File: src/rtl/memif_pkg.sv
package memif_pkg;

  typedef enum logic [1:0] {
    CMD_TAKE_EXT = 2'b00,
    CMD_IDLE     = 2'b01,
    CMD_STORE    = 2'b10,
    CMD_FETCH    = 2'b11
  } cmd_e;

  localparam int NUM_DRV = 3;
  localparam int DRV_EXT = 0;
  localparam int DRV_BUF = 1;
  localparam int DRV_RAM = 2;

  function automatic cmd_e decode_cmd(input logic sel, input logic dir);
    return cmd_e'({sel, dir});
  endfunction

  function automatic logic [NUM_DRV-1:0] driver_for(input cmd_e c);
    logic [NUM_DRV-1:0] en;
    en = '0;
    case (c)
      CMD_STORE: en[DRV_BUF] = 1'b1;
      CMD_FETCH: en[DRV_RAM] = 1'b1;
      default:   en[DRV_EXT] = 1'b1;
    endcase
    return en;
  endfunction

  function automatic logic takes_bus(input cmd_e c);
    return (c == CMD_TAKE_EXT) || (c == CMD_FETCH);
  endfunction

endpackage

File: src/rtl/strobe_edge.sv
module strobe_edge #(
  parameter int SYNC_STAGES = 2
) (
  input  logic clk,
  input  logic rst,
  input  logic strobe_in,
  output logic pulse
);
  localparam int DEPTH = SYNC_STAGES + 1;

  logic [DEPTH-1:0] sr;

  always_ff @(posedge clk) begin
    if (rst) sr <= '0;
    else     sr <= {sr[DEPTH-2:0], strobe_in};
  end

  assign pulse = sr[SYNC_STAGES-1] & ~sr[SYNC_STAGES];
endmodule

File: src/rtl/cmd_decode.sv
module cmd_decode
  import memif_pkg::*;
(
  input  logic               sel,
  input  logic               dir,
  input  logic               pulse_a,
  input  logic               pulse_b,
  output cmd_e               cmd,
  output logic               addr_ld,
  output logic               buf_ld,
  output logic               mem_wr,
  output logic [NUM_DRV-1:0] drv_en
);
  always_comb begin
    cmd     = decode_cmd(sel, dir);
    drv_en  = driver_for(cmd);
    addr_ld = pulse_a;
    buf_ld  = pulse_b & takes_bus(cmd);
    mem_wr  = pulse_b & (cmd == CMD_STORE);
  end
endmodule

File: src/rtl/bus_mux.sv
module bus_mux #(
  parameter int N  = 3,
  parameter int DW = 4
) (
  input  logic [N-1:0][DW-1:0] src,
  input  logic [N-1:0]         en,
  output logic [DW-1:0]        bus
);
  logic [N-1:0][DW-1:0] gated;

  for (genvar i = 0; i < N; i++) begin : g_gate
    assign gated[i] = src[i] & {DW{en[i]}};
  end

  always_comb begin
    bus = '0;
    for (int i = 0; i < N; i++) bus = bus | gated[i];
  end
endmodule

File: src/rtl/word_ram.sv
module word_ram #(
  parameter int AW = 8,
  parameter int DW = 4
) (
  input  logic          clk,
  input  logic          we,
  input  logic [AW-1:0] addr,
  input  logic [DW-1:0] wdata,
  output logic [DW-1:0] rdata
);
  localparam int WORDS = 1 << AW;

  logic [DW-1:0] mem [WORDS];

  always_ff @(posedge clk) begin
    if (we) mem[addr] <= wdata;
  end

  assign rdata = mem[addr];
endmodule

File: src/rtl/memif_top.sv
module memif_top
  import memif_pkg::*;
#(
  parameter int ADDR_W      = 8,
  parameter int DATA_W      = 4,
  parameter int SYNC_STAGES = 2
) (
  input  logic                     clk,
  input  logic                     rst,
  input  logic [ADDR_W-1:0]        sw_in,
  input  logic                     strobe_a,
  input  logic                     strobe_b,
  output logic [2*DATA_W-1:0]      disp_out
);
  localparam int SEL_BIT = ADDR_W - 1;
  localparam int DIR_BIT = ADDR_W - 2;

  logic                      pulse_a, pulse_b;
  logic                      addr_ld, buf_ld, mem_wr;
  cmd_e                      cmd;
  logic [NUM_DRV-1:0]        drv_en;
  logic [ADDR_W-1:0]         mar;
  logic [DATA_W-1:0]         mbr;
  logic [DATA_W-1:0]         ram_q;
  logic [DATA_W-1:0]         bus;
  logic [NUM_DRV-1:0][DATA_W-1:0] src;

  strobe_edge #(.SYNC_STAGES(SYNC_STAGES)) u_sa (
    .clk(clk), .rst(rst), .strobe_in(strobe_a), .pulse(pulse_a));
  strobe_edge #(.SYNC_STAGES(SYNC_STAGES)) u_sb (
    .clk(clk), .rst(rst), .strobe_in(strobe_b), .pulse(pulse_b));

  cmd_decode u_dec (
    .sel(sw_in[SEL_BIT]), .dir(sw_in[DIR_BIT]),
    .pulse_a(pulse_a), .pulse_b(pulse_b),
    .cmd(cmd), .addr_ld(addr_ld), .buf_ld(buf_ld),
    .mem_wr(mem_wr), .drv_en(drv_en));

  word_ram #(.AW(ADDR_W), .DW(DATA_W)) u_ram (
    .clk(clk), .we(mem_wr), .addr(mar), .wdata(mbr), .rdata(ram_q));

  assign src[DRV_EXT] = sw_in[DATA_W-1:0];
  assign src[DRV_BUF] = mbr;
  assign src[DRV_RAM] = ram_q;

  bus_mux #(.N(NUM_DRV), .DW(DATA_W)) u_bus (
    .src(src), .en(drv_en), .bus(bus));

  always_ff @(posedge clk) begin
    if (rst) begin
      mar <= '0;
      mbr <= '0;
    end else begin
      if (addr_ld) mar <= sw_in;
      if (buf_ld)  mbr <= bus;
    end
  end

  assign disp_out = {bus, mbr};
endmodule

File: config.mk
export PLATFORM = sky130hd
export DESIGN_NAME = memif_top
export DESIGN_NICKNAME = d
export VERILOG_FILES = /design/src/rtl/memif_pkg.sv /design/src/rtl/strobe_edge.sv /design/src/rtl/cmd_decode.sv /design/src/rtl/bus_mux.sv /design/src/rtl/word_ram.sv /design/src/rtl/memif_top.sv
export SDC_FILE = /design/constraint.sdc
export NUM_CORES = 1
export LEC_CHECK = 0
export ABC_AREA = 1
export CORE_UTILIZATION = 35
export DETAILED_ROUTE_END_ITERATION = 10
export PLACE_DENSITY = 0.49
export SKIP_CTS_REPAIR_TIMING = 1
export SLEW_MARGIN = 20
export SYNTH_ARGS = -nofsm -noshare
export SYNTH_HDL_FRONTEND = slang
export SYNTH_HIERARCHICAL = 1
export SYNTH_SLANG_ARGS = --single-unit
File: constraint.sdc
create_clock -name clk -period 5.11 [get_ports clk]
set_input_delay 0.7665 -clock clk [delete_from_list [all_inputs] [get_ports clk]]
set_output_delay 0.7665 -clock clk [all_outputs]
set_load 0.01 [all_outputs]
# Yosys cells after proc, flatten, opt, wreduce, memory -nomap -nowiden
# Memory sizes are Yosys's and may differ from the RTL's. A register that Yosys moved wholly into a read port is not among the register bits.
# Cells that the tools add are included.
# word_totals
ff_bits,18
ram_bits,1024
out_inout_bits,8
word_cells,28
n_memories,1
# op_classes
n_eq_ne,2
mux,7
bitwise_logic,11
reduce_logical,3
# mem_list
memory,words,word_bits,read_ports,rd_clocked_by_memory_dff,wr,line_no,rtl
u_ram.mem,256,4,1,1,1,word_ram.sv:13,logic [DW-1:0] mem [WORDS];
# op_table
op,count
$mux 8,2
$and 4x4->4,3
$or 4x4->4,2
$mux 1,5
$and 1x1->1,4
$eq 2x2->1 const B,2
$logic_not 2->1,1
$not 1->1,2
$reduce_or 2->1,1
$logic_or 1x1->1,1

# Depth between registers and ports, before layout
# depth
word_depth,6
mapped_depth,21
mapped_depth_nobuf,19

# Hierarchy
# Netlist, hierarchy kept.
# by_module_without_submodules
module,instances,cells_each,area_each_um2,seq_area_each_um2
word_ram,1,4200,43036.3,30749.5
memif_top,1,77,506.7,240.2
strobe_edge,2,10,86.3,60.1
cmd_decode,1,11,70.1,0.0
bus_mux,1,16,65.1,0.0

# Worst setup path before layout
# Ideal clock, no wire load.
# synth_path
kind,flip-flop to output port
start,reg mbr[0]
end,out disp_out[4]
arrival_ns,3.906
required_ns,4.344
path_slack_ns,0.437
path_stages_with_launch,3
n_path_buf,0
cell_sequence,dfxtp_1 -> nand2_1 -> nand3_1
# synth_between
elab_chain_cells,3
# synth_rtl
item,line_no,rtl
start: declaration,memif_top.sv:23,logic [DATA_W-1:0] mbr;
start signal: assignment,memif_top.sv:55,if (buf_ld) mbr <= bus;
$and 4x4->4,bus_mux.sv:12,assign gated[i] = src[i] & {DW{en[i]}};
$or 4x4->4 (2 in a row),bus_mux.sv:17,for (int i = 0; i < N; i++) bus = bus | gated[i];
end: declaration,memif_top.sv:13,output logic [2*DATA_W-1:0] disp_out
# Every way passes these cells.

==> impl_metrics.py <==
metrics = {
    "route": {
        "top_layer": "met4",
        "detailedRoute.firstPassIterationCount": 9,
        "vias": 29120,
        "drtIter0Drc": 2572,
        "wl_met1_mm": 57.35,
        "met3WireLength_mm": 6.233,
        "final_antenna_net_count": 0,
        "vias_per_cell": 4.832,
        "wl_mm": 123.0,
        "route.detailed.wl_per_inst_um": 20.41,
        "wl_met2_mm": 57.17,
        "remaining_drc_errors": 10,
    },
    "placed_design": {
        "hpwl_mm": 69.07,
        "portBuffers": 19,
        "gp_congestion": 0.8279,
        "place_ws_ps": 646.9,
        "place_inst": 5822,
    },
    "worst_setup_path": {
        "worstReg2RegStart": "mar[1]",
        "worstSetupStartpointType": "register",
        "crit_chain": "nand2_2, clkinv_2, buf_12, nand2_1, nand2_1, o21ai_1, nand2_1, o21ai_1, nand2_1, nor2_1, nor2_1, nor2_1, nand2_1, nand2_1, nand3_1, clkdlybuf4s50_1",
        "cp_max_fo": 68,
        "worstPathRequired_ps": 4340,
        "cp-end-kind": "output pin",
        "worstSetupPathType": "register to output pin",
        "critPathArrivalTime_ps": 4130,
        "cpPeakStageDelay_ps": 490,
        "worstSetupStartpoint": "mar[1]",
        "path_common_cell": "nand2_1",
        "cpMaxStageDelayCell": "clkdlybuf4s50_1",
    },
    "grt": {
        "grt_pass1_vias": 28590,
        "overflow": 0,
        "grt_usage": 0.1924,
        "grt_max_degree": 177,
        "grt_pass1_wl_mm": 183.1,
        "antenna_found_initial": 3,
    },
    "synthesis": {
        "yosysWarnings": 6,
        "synth_area_um2": 43840,
        "syn-instance-count": 4322,
        "avgSynthCellArea_um2": 10.14,
        "syn_nets": 4336,
    },
    "sta": {
        "fin_crit_sh": 0.9583,
        "hold_viol_final": 0,
        "slew-limit-headroom": 0.3468,
        "skew_ps": 18.24,
        "worstMarginPinSlew_ps": 976.2,
        "period_needed_ps": 4897,
        "fmax_mhz": 204.2,
        "rsz0062_at_grt": "false",
        "setup_viol": 0,
        "layout_setup_ws_ps": 213.3,
        "setup_tns_ps": 0,
        "drv_slew": 0,
    },
    "cells_and_area": {
        "syn_to_final_growth_pct": 13.06,
        "final_util": 0.3998,
        "fin_nets": 4314,
        "stdcell_count": 6027,
        "layout-drive-gt1-share": 0.05742,
    },
    "floorplan": {
        "num_io_pins": 20,
        "start_util": 0.3536,
        "rows": 129,
        "die_width_um": 355.9,
        "die_area_um2": 126700,
        "core_region_area_um2": 124000,
        "die_y_um": 355.9,
    },
    "clocking": {
        "clockBufferDepth": 3,
        "clkTransAtPathRegs_ps": 60,
        "cts-root-buf": "clkbuf_16",
        "clk_latency_ps": 690,
        "ctsHtreeMaxLevel": 3,
        "cts_tree": "done",
        "cts_sinks": 1042,
        "cts_buffers": 110,
    },
    "outcome": {
        "run_status": "complete, but fails checks",
        "violations": "DRC",
    },
    "pwr": {
        "leakagePower_nw": 18.45,
        "peakVddDrop_uv": 269.6,
        "power_density_nw_per_um2": 372.2,
        "power.total_mw": 18.45,
    },
    "worst_hold_path": {
        "hold_path.class": "register to register",
        "min_from": "u_sa/sr[0]",
    },
    "job": {
        "cap_violations": 0,
    },
}
## worst paths after layout
check | endpoint | slack [ps] | cells after the start
setup reg to reg | mbr[1] | 1850 | 19
hold / removal | u_sa/sr[1] | 410 | 2
setup / recovery | disp_out[5] | 210 | 16
hold reg to reg | u_sa/sr[1] | 410 | 2
## cell type report
type | instances | area (um2)
Fill cell | 12170 | 74400
Inverter | 57 | 241.5
Clock buffer | 142 | 2945
Sequential cell | 1042 | 31130
Multi-Input combinational cell | 2994 | 11540
Timing Repair Buffer | 95 | 1035
Clock inverter | 59 | 615.6
Tap cell | 1637 | 2048
Antenna cell | 1 | 2.502
## layer usage
layer	vias up	global-route usage
li1	14050	-
met1	14240	0.2723
met2	706	0.3131
met3	128	0.02417
met4	0	0.04747
met5	-	0
## registers in the layout, indices dropped and copies added (netlist names)
name / count
u_ram/mem: 1024
mar: 8
mbr: 4
u_sa/sr: 3
u_sb/sr: 3
## worst max-delay path: cells and delay by family, from the launching register on
family / cells / cell delay, ps
simple gates: 11 / 1480
buf+inv: 3 / 940
flops: 1 / 470
compound gates: 2 / 420
## metrics by stage
step | cell area [um2] | hold WS, ps
6_report | 49560 | 409.7
3_5_place_dp | 45920 | 402.9
4_1_cts | 49480 | 417.0
5_1_grt | 49560 | 434.7
2_1_floorplan | 43840 | 388.3
3_3_place_gp | 45920 | 398.8
## where the power goes
group | switching (mW) | internal, mW
logic | 0.814 | 0.284
registers | 0.0293 | 9.35
clock network | 3.31 | 4.65
## cell usage in the layout (no fill, tap or decap), types with 2 or more instances in the layout
| master | count |
|---|---|
| nand2_1 | 2439 |
| edfxtp_1 | 1024 |
| nor2_1 | 347 |
| clkbuf_16 | 113 |
| nand3_1 | 100 |
| o21ai_1 | 60 |
| buf_4 | 55 |
| inv_1 | 51 |
| clkbuf_1 | 27 |
| clkinv_1 | 20 |
| o21ai_0 | 20 |
| clkdlybuf4s50_1 | 19 |
| clkinv_2 | 17 |
| buf_12 | 17 |
| a21oi_1 | 16 |
| bufinv_16 | 12 |
| dfxtp_1 | 12 |
| dfxtp_4 | 6 |
| nor2_2 | 5 |
| inv_6 | 4 |
| clkinv_4 | 3 |
| clkbuf_8 | 3 |
| clkinvlp_4 | 3 |
| nor2_4 | 3 |
| ha_1 | 2 |
| nand2_2 | 2 |
| inv_2 | 2 |
| buf_16 | 2 |
Power figures use the tool's default switching activity.
